File: config.mk
export PLATFORM = sky130hd
export DESIGN_NAME = multimode_timer16
export DESIGN_NICKNAME = d
export VERILOG_FILES = /design/src/rtl/tmr16_pkg.sv /design/src/rtl/tmr16_prescale.sv /design/src/rtl/tmr16_pin_sampler.sv /design/src/rtl/tmr16_step_logic.sv /design/src/rtl/multimode_timer16.sv
export SDC_FILE = /design/constraint.sdc
export NUM_CORES = 1
export LEC_CHECK = 0
export ABC_AREA = 1
export BUFFER_PORTS_ARGS = -buffer_cell sky130_fd_sc_hd__buf_4
export CAP_MARGIN = 20
export CORE_MARGIN = 2
export CORE_UTILIZATION = 27
export DETAILED_ROUTE_END_ITERATION = 7
export SKIP_CTS_REPAIR_TIMING = 1
export SYNTH_ARGS = -nofsm -noshare
export SYNTH_HDL_FRONTEND = slang
export SYNTH_SLANG_ARGS = --single-unit
File: constraint.sdc
create_clock -name clk -period 4.8 [get_ports clk]
set_input_delay 0.24 -clock clk [delete_from_list [all_inputs] [get_ports clk]]
set_output_delay 0.24 -clock clk [all_outputs]
set_load 0.03 [all_outputs]
File: src/rtl/tmr16_pkg.sv
package tmr16_pkg;
  localparam int TMR_W  = 16;
  localparam int BYTE_W = 8;
  localparam int ADDR_W = 3;

  localparam logic [ADDR_W-1:0] A_CTRL  = 3'd0;
  localparam logic [ADDR_W-1:0] A_MODE  = 3'd1;
  localparam logic [ADDR_W-1:0] A_CNT_L = 3'd2;
  localparam logic [ADDR_W-1:0] A_CNT_H = 3'd3;
  localparam logic [ADDR_W-1:0] A_RLD_L = 3'd4;
  localparam logic [ADDR_W-1:0] A_RLD_H = 3'd5;

  // control byte bit positions
  localparam int B_CAP  = 0;
  localparam int B_EVT  = 1;
  localparam int B_RUN  = 2;
  localparam int B_XEN  = 3;
  localparam int B_FAST = 5;
  localparam int B_XF   = 6;
  localparam int B_OF   = 7;
  localparam logic [BYTE_W-1:0] CTRL_MASK = 8'hEF;

  // mode byte bit positions
  localparam int M_UPDN = 0;
  localparam int M_CKO  = 1;
  localparam int MODE_W = 2;

  typedef enum logic [1:0] {
    OP_RELOAD_UP = 2'd0,
    OP_UPDOWN    = 2'd1,
    OP_CAPTURE   = 2'd2,
    OP_FAST      = 2'd3
  } op_e;
endpackage

File: src/rtl/tmr16_prescale.sv
module tmr16_prescale #(
  parameter int DIV = 12
) (
  input  logic clk,
  input  logic rst_n,
  output logic tick
);
  localparam int PW = (DIV > 1) ? $clog2(DIV) : 1;
  localparam logic [PW-1:0] LAST = PW'(DIV - 1);
  localparam logic [PW-1:0] ONE  = PW'(1);

  logic [PW-1:0] div_q, div_d;

  assign tick = (div_q == LAST);

  always_comb begin
    div_d = tick ? '0 : div_q + ONE;
  end

  always_ff @(posedge clk or negedge rst_n) begin
    if (!rst_n) div_q <= '0;
    else        div_q <= div_d;
  end
endmodule

File: src/rtl/tmr16_pin_sampler.sv
module tmr16_pin_sampler #(
  parameter int N = 2
) (
  input  logic         clk,
  input  logic         rst_n,
  input  logic         smp_en,
  input  logic [N-1:0] pins,
  output logic [N-1:0] level
);
  logic [N-1:0] lvl_q;

  assign level = lvl_q;

  always_ff @(posedge clk or negedge rst_n) begin
    if (!rst_n)      lvl_q <= '0;
    else if (smp_en) lvl_q <= pins;
  end
endmodule

File: src/rtl/tmr16_step_logic.sv
module tmr16_step_logic
  import tmr16_pkg::*;
#(
  parameter int W = TMR_W
) (
  input  op_e          op,
  input  logic [W-1:0] cnt_q,
  input  logic [W-1:0] rld_q,
  input  logic         step,
  input  logic         xfall,
  input  logic         dir_up,
  output logic [W-1:0] cnt_d,
  output logic         cnt_en,
  output logic [W-1:0] rld_d,
  output logic         rld_en,
  output logic         of_set,
  output logic         xf_set,
  output logic         xf_tgl,
  output logic         roll
);
  localparam logic [W-1:0] ONE = W'(1);

  logic at_top;
  assign at_top = &cnt_q;

  always_comb begin
    cnt_d  = cnt_q;
    cnt_en = 1'b0;
    rld_d  = rld_q;
    rld_en = 1'b0;
    of_set = 1'b0;
    xf_set = 1'b0;
    xf_tgl = 1'b0;
    roll   = 1'b0;
    unique case (op)
      OP_FAST: begin
        if (step) begin
          cnt_en = 1'b1;
          if (at_top) begin
            cnt_d = rld_q;
            roll  = 1'b1;
          end else begin
            cnt_d = cnt_q + ONE;
          end
        end
        xf_set = xfall;
      end
      OP_CAPTURE: begin
        if (step) begin
          cnt_en = 1'b1;
          cnt_d  = cnt_q + ONE;
          of_set = at_top;
        end
        if (xfall) begin
          rld_en = 1'b1;
          rld_d  = cnt_q;
          xf_set = 1'b1;
        end
      end
      OP_UPDOWN: begin
        if (step) begin
          cnt_en = 1'b1;
          if (dir_up) begin
            if (at_top) begin
              cnt_d  = rld_q;
              of_set = 1'b1;
              xf_tgl = 1'b1;
            end else begin
              cnt_d = cnt_q + ONE;
            end
          end else begin
            if (cnt_q == rld_q) begin
              cnt_d  = '1;
              of_set = 1'b1;
              xf_tgl = 1'b1;
            end else begin
              cnt_d = cnt_q - ONE;
            end
          end
        end
      end
      default: begin
        if (xfall) begin
          cnt_en = 1'b1;
          cnt_d  = rld_q;
          xf_set = 1'b1;
        end else if (step) begin
          cnt_en = 1'b1;
          if (at_top) begin
            cnt_d  = rld_q;
            of_set = 1'b1;
          end else begin
            cnt_d = cnt_q + ONE;
          end
        end
      end
    endcase
  end
endmodule

File: src/rtl/multimode_timer16.sv
module multimode_timer16
  import tmr16_pkg::*;
#(
  parameter int CNT_W    = TMR_W,
  parameter int MC_DIV   = 12,
  parameter int FAST_DIV = 2
) (
  input  logic              clk,
  input  logic              rst_n,
  input  logic              reg_we,
  input  logic [ADDR_W-1:0] reg_addr,
  input  logic [BYTE_W-1:0] reg_wdata,
  output logic [BYTE_W-1:0] reg_rdata,
  input  logic              evt_pin,
  input  logic              trig_pin,
  output logic              irq,
  output logic              clk_out,
  output logic              baud_tick
);
  localparam int HI_W = CNT_W - BYTE_W;

  // reset: asynchronous assertion, synchronous release
  logic rs_q1, rs_q2, rst_int_n;
  always_ff @(posedge clk or negedge rst_n) begin
    if (!rst_n) begin
      rs_q1 <= 1'b0;
      rs_q2 <= 1'b0;
    end else begin
      rs_q1 <= 1'b1;
      rs_q2 <= rs_q1;
    end
  end
  assign rst_int_n = rs_q2;

  logic mc_tick, fast_tick;
  tmr16_prescale #(.DIV(MC_DIV))   u_mc_div   (.clk(clk), .rst_n(rst_int_n), .tick(mc_tick));
  tmr16_prescale #(.DIV(FAST_DIV)) u_fast_div (.clk(clk), .rst_n(rst_int_n), .tick(fast_tick));

  logic [1:0] pin_lvl;
  tmr16_pin_sampler #(.N(2)) u_pins (
    .clk(clk), .rst_n(rst_int_n), .smp_en(mc_tick),
    .pins({trig_pin, evt_pin}), .level(pin_lvl)
  );

  logic evt_fall, trig_fall;
  assign evt_fall  = mc_tick & pin_lvl[0] & ~evt_pin;
  assign trig_fall = mc_tick & pin_lvl[1] & ~trig_pin;

  logic [BYTE_W-1:0] ctrl_q, ctrl_d;
  logic [MODE_W-1:0] mode_q;
  logic [CNT_W-1:0]  cnt_q, cnt_d, rld_q, rld_d;
  logic              cko_q, cko_d, tick_q;

  logic run_en, fast_mode, cko_en, xen, of_q;
  assign run_en    = ctrl_q[B_RUN];
  assign cko_en    = mode_q[M_CKO];
  assign fast_mode = ctrl_q[B_FAST] | cko_en;
  assign xen       = ctrl_q[B_XEN];
  assign of_q      = ctrl_q[B_OF];

  op_e op;
  always_comb begin
    if (fast_mode)            op = OP_FAST;
    else if (ctrl_q[B_CAP])   op = OP_CAPTURE;
    else if (mode_q[M_UPDN])  op = OP_UPDOWN;
    else                      op = OP_RELOAD_UP;
  end

  logic step;
  always_comb begin
    if (!run_en)             step = 1'b0;
    else if (fast_mode)      step = fast_tick;
    else if (ctrl_q[B_EVT])  step = evt_fall;
    else                     step = mc_tick;
  end

  logic [CNT_W-1:0] eng_cnt, eng_rld;
  logic eng_cnt_en, eng_rld_en, of_set, xf_set, xf_tgl, roll;
  tmr16_step_logic #(.W(CNT_W)) u_step (
    .op(op), .cnt_q(cnt_q), .rld_q(rld_q), .step(step),
    .xfall(xen & trig_fall), .dir_up(pin_lvl[1]),
    .cnt_d(eng_cnt), .cnt_en(eng_cnt_en), .rld_d(eng_rld), .rld_en(eng_rld_en),
    .of_set(of_set), .xf_set(xf_set), .xf_tgl(xf_tgl), .roll(roll)
  );

  logic wr_ctrl, wr_mode, wr_cl, wr_ch, wr_rl, wr_rh;
  assign wr_ctrl = reg_we & (reg_addr == A_CTRL);
  assign wr_mode = reg_we & (reg_addr == A_MODE);
  assign wr_cl   = reg_we & (reg_addr == A_CNT_L);
  assign wr_ch   = reg_we & (reg_addr == A_CNT_H);
  assign wr_rl   = reg_we & (reg_addr == A_RLD_L);
  assign wr_rh   = reg_we & (reg_addr == A_RLD_H);

  logic ctrl_ce, cnt_ce, rld_ce;
  assign ctrl_ce = wr_ctrl | of_set | xf_set | xf_tgl;
  assign cnt_ce  = eng_cnt_en | wr_cl | wr_ch;
  assign rld_ce  = eng_rld_en | wr_rl | wr_rh;

  always_comb begin
    ctrl_d       = ctrl_q;
    ctrl_d[B_OF] = ctrl_q[B_OF] | of_set;
    ctrl_d[B_XF] = xf_tgl ? ~ctrl_q[B_XF] : (ctrl_q[B_XF] | xf_set);
    if (wr_ctrl) ctrl_d = reg_wdata & CTRL_MASK;

    cnt_d = eng_cnt_en ? eng_cnt : cnt_q;
    if (wr_cl) cnt_d[BYTE_W-1:0]     = reg_wdata;
    if (wr_ch) cnt_d[CNT_W-1:BYTE_W] = reg_wdata[HI_W-1:0];

    rld_d = eng_rld_en ? eng_rld : rld_q;
    if (wr_rl) rld_d[BYTE_W-1:0]     = reg_wdata;
    if (wr_rh) rld_d[CNT_W-1:BYTE_W] = reg_wdata[HI_W-1:0];

    cko_d = cko_en & (roll ? ~cko_q : cko_q);
  end

  always_ff @(posedge clk or negedge rst_int_n) begin
    if (!rst_int_n) begin
      ctrl_q <= '0;
      mode_q <= '0;
      cnt_q  <= '0;
      rld_q  <= '0;
      cko_q  <= 1'b0;
      tick_q <= 1'b0;
    end else begin
      if (ctrl_ce) ctrl_q <= ctrl_d;
      if (wr_mode) mode_q <= reg_wdata[MODE_W-1:0];
      if (cnt_ce)  cnt_q  <= cnt_d;
      if (rld_ce)  rld_q  <= rld_d;
      cko_q  <= cko_d;
      tick_q <= roll;
    end
  end

  always_comb begin
    unique case (reg_addr)
      A_CTRL:  reg_rdata = ctrl_q;
      A_MODE:  reg_rdata = {{(BYTE_W-MODE_W){1'b0}}, mode_q};
      A_CNT_L: reg_rdata = cnt_q[BYTE_W-1:0];
      A_CNT_H: reg_rdata = cnt_q[CNT_W-1:BYTE_W];
      A_RLD_L: reg_rdata = rld_q[BYTE_W-1:0];
      A_RLD_H: reg_rdata = rld_q[CNT_W-1:BYTE_W];
      default: reg_rdata = '0;
    endcase
  end

  assign irq       = ctrl_q[B_OF] | (ctrl_q[B_XF] & (op != OP_UPDOWN));
  assign clk_out   = cko_q;
  assign baud_tick = tick_q;
endmodule

==> metrics.txt <==
status completed; CTS buffer count 5; # setup viols final 0; cell count after synthesis 765; Yosys top cell by area dfrtp_1; routed wire length 17200 µm; Unique masters post-synth 40; DP HPWL 12400 µm; most common cell after layout, fill and taps aside nand2_1; Synth area leaders dfrtp_1 27%, nand2_1 18%, nand3_1 9.6%; core footprint 0.0174 mm²; Worst R2R Setup Slack 2.14 ns; drt via density 5.32; Main synth FF type dfrtp_1; data arrival time of the worst path 2.87 ns; Initial DRC Count 508; crit end category flip-flop; CP max FO 18; IO Count 27; Setup CP Type flip-flop to flip-flop; Worst Clk Skew 0.00683 ns; initial antenna violation count 0; Clock Pin Slew Worst Setup and Hold Paths 0.07 ns; period utilization 55.5%; PortBufs 26; # rows 48; Slew headroom 27.4%; die height 138 µm; crit path launch type flip-flop; Die W 138 µm; final hold viol count 0; CP required 5.01 ns; synth warn 0; first-pass GRT wire length 27000 µm; drt drc 0; global route total overflow 0; Root Buffer clkbuf_16; DR pass1 iterations 7; total vias in the final route 5306; fmax 376 MHz; Max Cap Violations 0; setup TNS 0 ns; VDD IR max 243 µV; Layout Nets 790; # diodes 0; CTS Buffer Depth 2; unrepaired setup endpoints after global routing no; Hold Path Class primary input to flip-flop; Sink Count 52; leak pwr 2.64 nW; Critical path origin mode_q[1]; # H-tree levels 2; register bit total from synthesis 52; area delta synth->final 10.2%; Min-Delay Startpoint evt_pin; post-synthesis sequential area ratio 27.0%; R2R Path Start mode_q[1]; gp weighted congestion 0.924; final slew viol count 0; CTS tree built; vias in the first global route 4633; clock latency on the worst-skew pair 0.30 ns; largest net degree at the start of global routing 51; Min Hold Slack 0.157 ns; Cell Area, Synth 0.00482 mm²; Pwr Density 489 mW/mm²; die area 0.0189 mm²; Synth Area per Inst 6.30 µm²; asr flop ratio synth 100%; layout cells sized above 1 11.1%; number of synthesized flops with an enable pin 0; Initial Utilization 27.8%; syn nets 784; Worst Tran Pin Value 1.09 ns; wire per inst 17.3 µm; Tot GR Track Use 18.8%; Final ANT Viol Nets 0; most frequent cells in the layout 228 x nand2_1, 92 x nand3_1, 75 x inv_1; Synth top area share 27.0%; crit path time final 2.66 ns
[worst max-delay path, cell delays in order, from the launching register on]
cell and delay, ns:
dfrtp_1 0.42, nor2_2 0.22, inv_1 0.14, nor2_2 0.84, nand2_1 0.25, nand2_1 0.44, o211ai_1 0.15, o21ai_0 0.12
[sequential cells by signal, indices dropped and copies added (netlist names)]
register,cells
rs_q2,1
u_pins.level,2
mode_q,2
ctrl_q,7
cnt_q,16
u_fast_div.tick,1
rld_q,16
clk_out,1
rs_q1,1
baud_tick,1
u_mc_div.div_q,4
[final timing paths]
kind                                         to  cells past startpoint
worst max-delay path                   rld_q[1]                      7
min in group asynchronous                 rs_q2                      2
worst min register to register            rs_q2                      0
worst max register to register         rld_q[1]                      7
worst min-delay path            u_pins.level[0]                      3
max in group asynchronous              rld_q[3]                      1
[area by class of cell]
class	count	area, µm²
Fill cell	1894	12100
Multi-Input combinational cell	596	2990
Sequential cell	52	1300
Inverter	87	332
Tap cell	225	282
Timing Repair Buffer	29	220
Clock buffer	6	139
Clock inverter	2	38.8
[per-layer routing]
layer  GRT usage (%)  routed length, µm
met1            26.3               7560
met2            29.0               7430
met3            3.35               1640
met4            6.99                593
met5               0                  0
[metrics by stage]
stage          utilization (%)  instance area, µm²  std cells  total power, W  setup WS, ns
6_report                  30.6                5310        997         0.00260          2.14
5_1_grt                   30.6                5310        997         0.00278          1.96
4_1_cts                   30.5                5300        996         0.00257          2.24
3_5_place_dp              29.5                5120        988         0.00212          2.29
3_3_place_gp              29.5                5120        988         0.00212          2.29
2_1_floorplan                -                4820        765         0.00174          2.97
[synthesized netlist by cell type (9+ instances only)]
library cell,n
o21ai_0,58
nand3_1,92
xor2_1,18
buf_4,12
inv_1,75
dfrtp_1,52
nor2_1,62
o211ai_1,17
inv_2,9
nand2_1,228
buf_2,9
a21oi_1,47
[where the power goes]
part / internal, W / switching [W]
combinational: 0.000438 / 0.000888
sequential: 0.000559 / 0.000265
clock: 0.000262 / 0.000185
[cells by family after synthesis]
family                   count (synthesis)  share of synthesized area, %
other                                    1                        0.0778
XOR/XNOR                                18                          3.27
buffers and inverters                  117                          10.9
flip-flops                              52                          27.0
AO/OA/AOI/OAI                          141                          16.6
AND/OR/NAND/NOR                        433                          41.4
adder cells (fa/ha/maj)                  3                         0.779
Power figures use the tool's default switching activity.
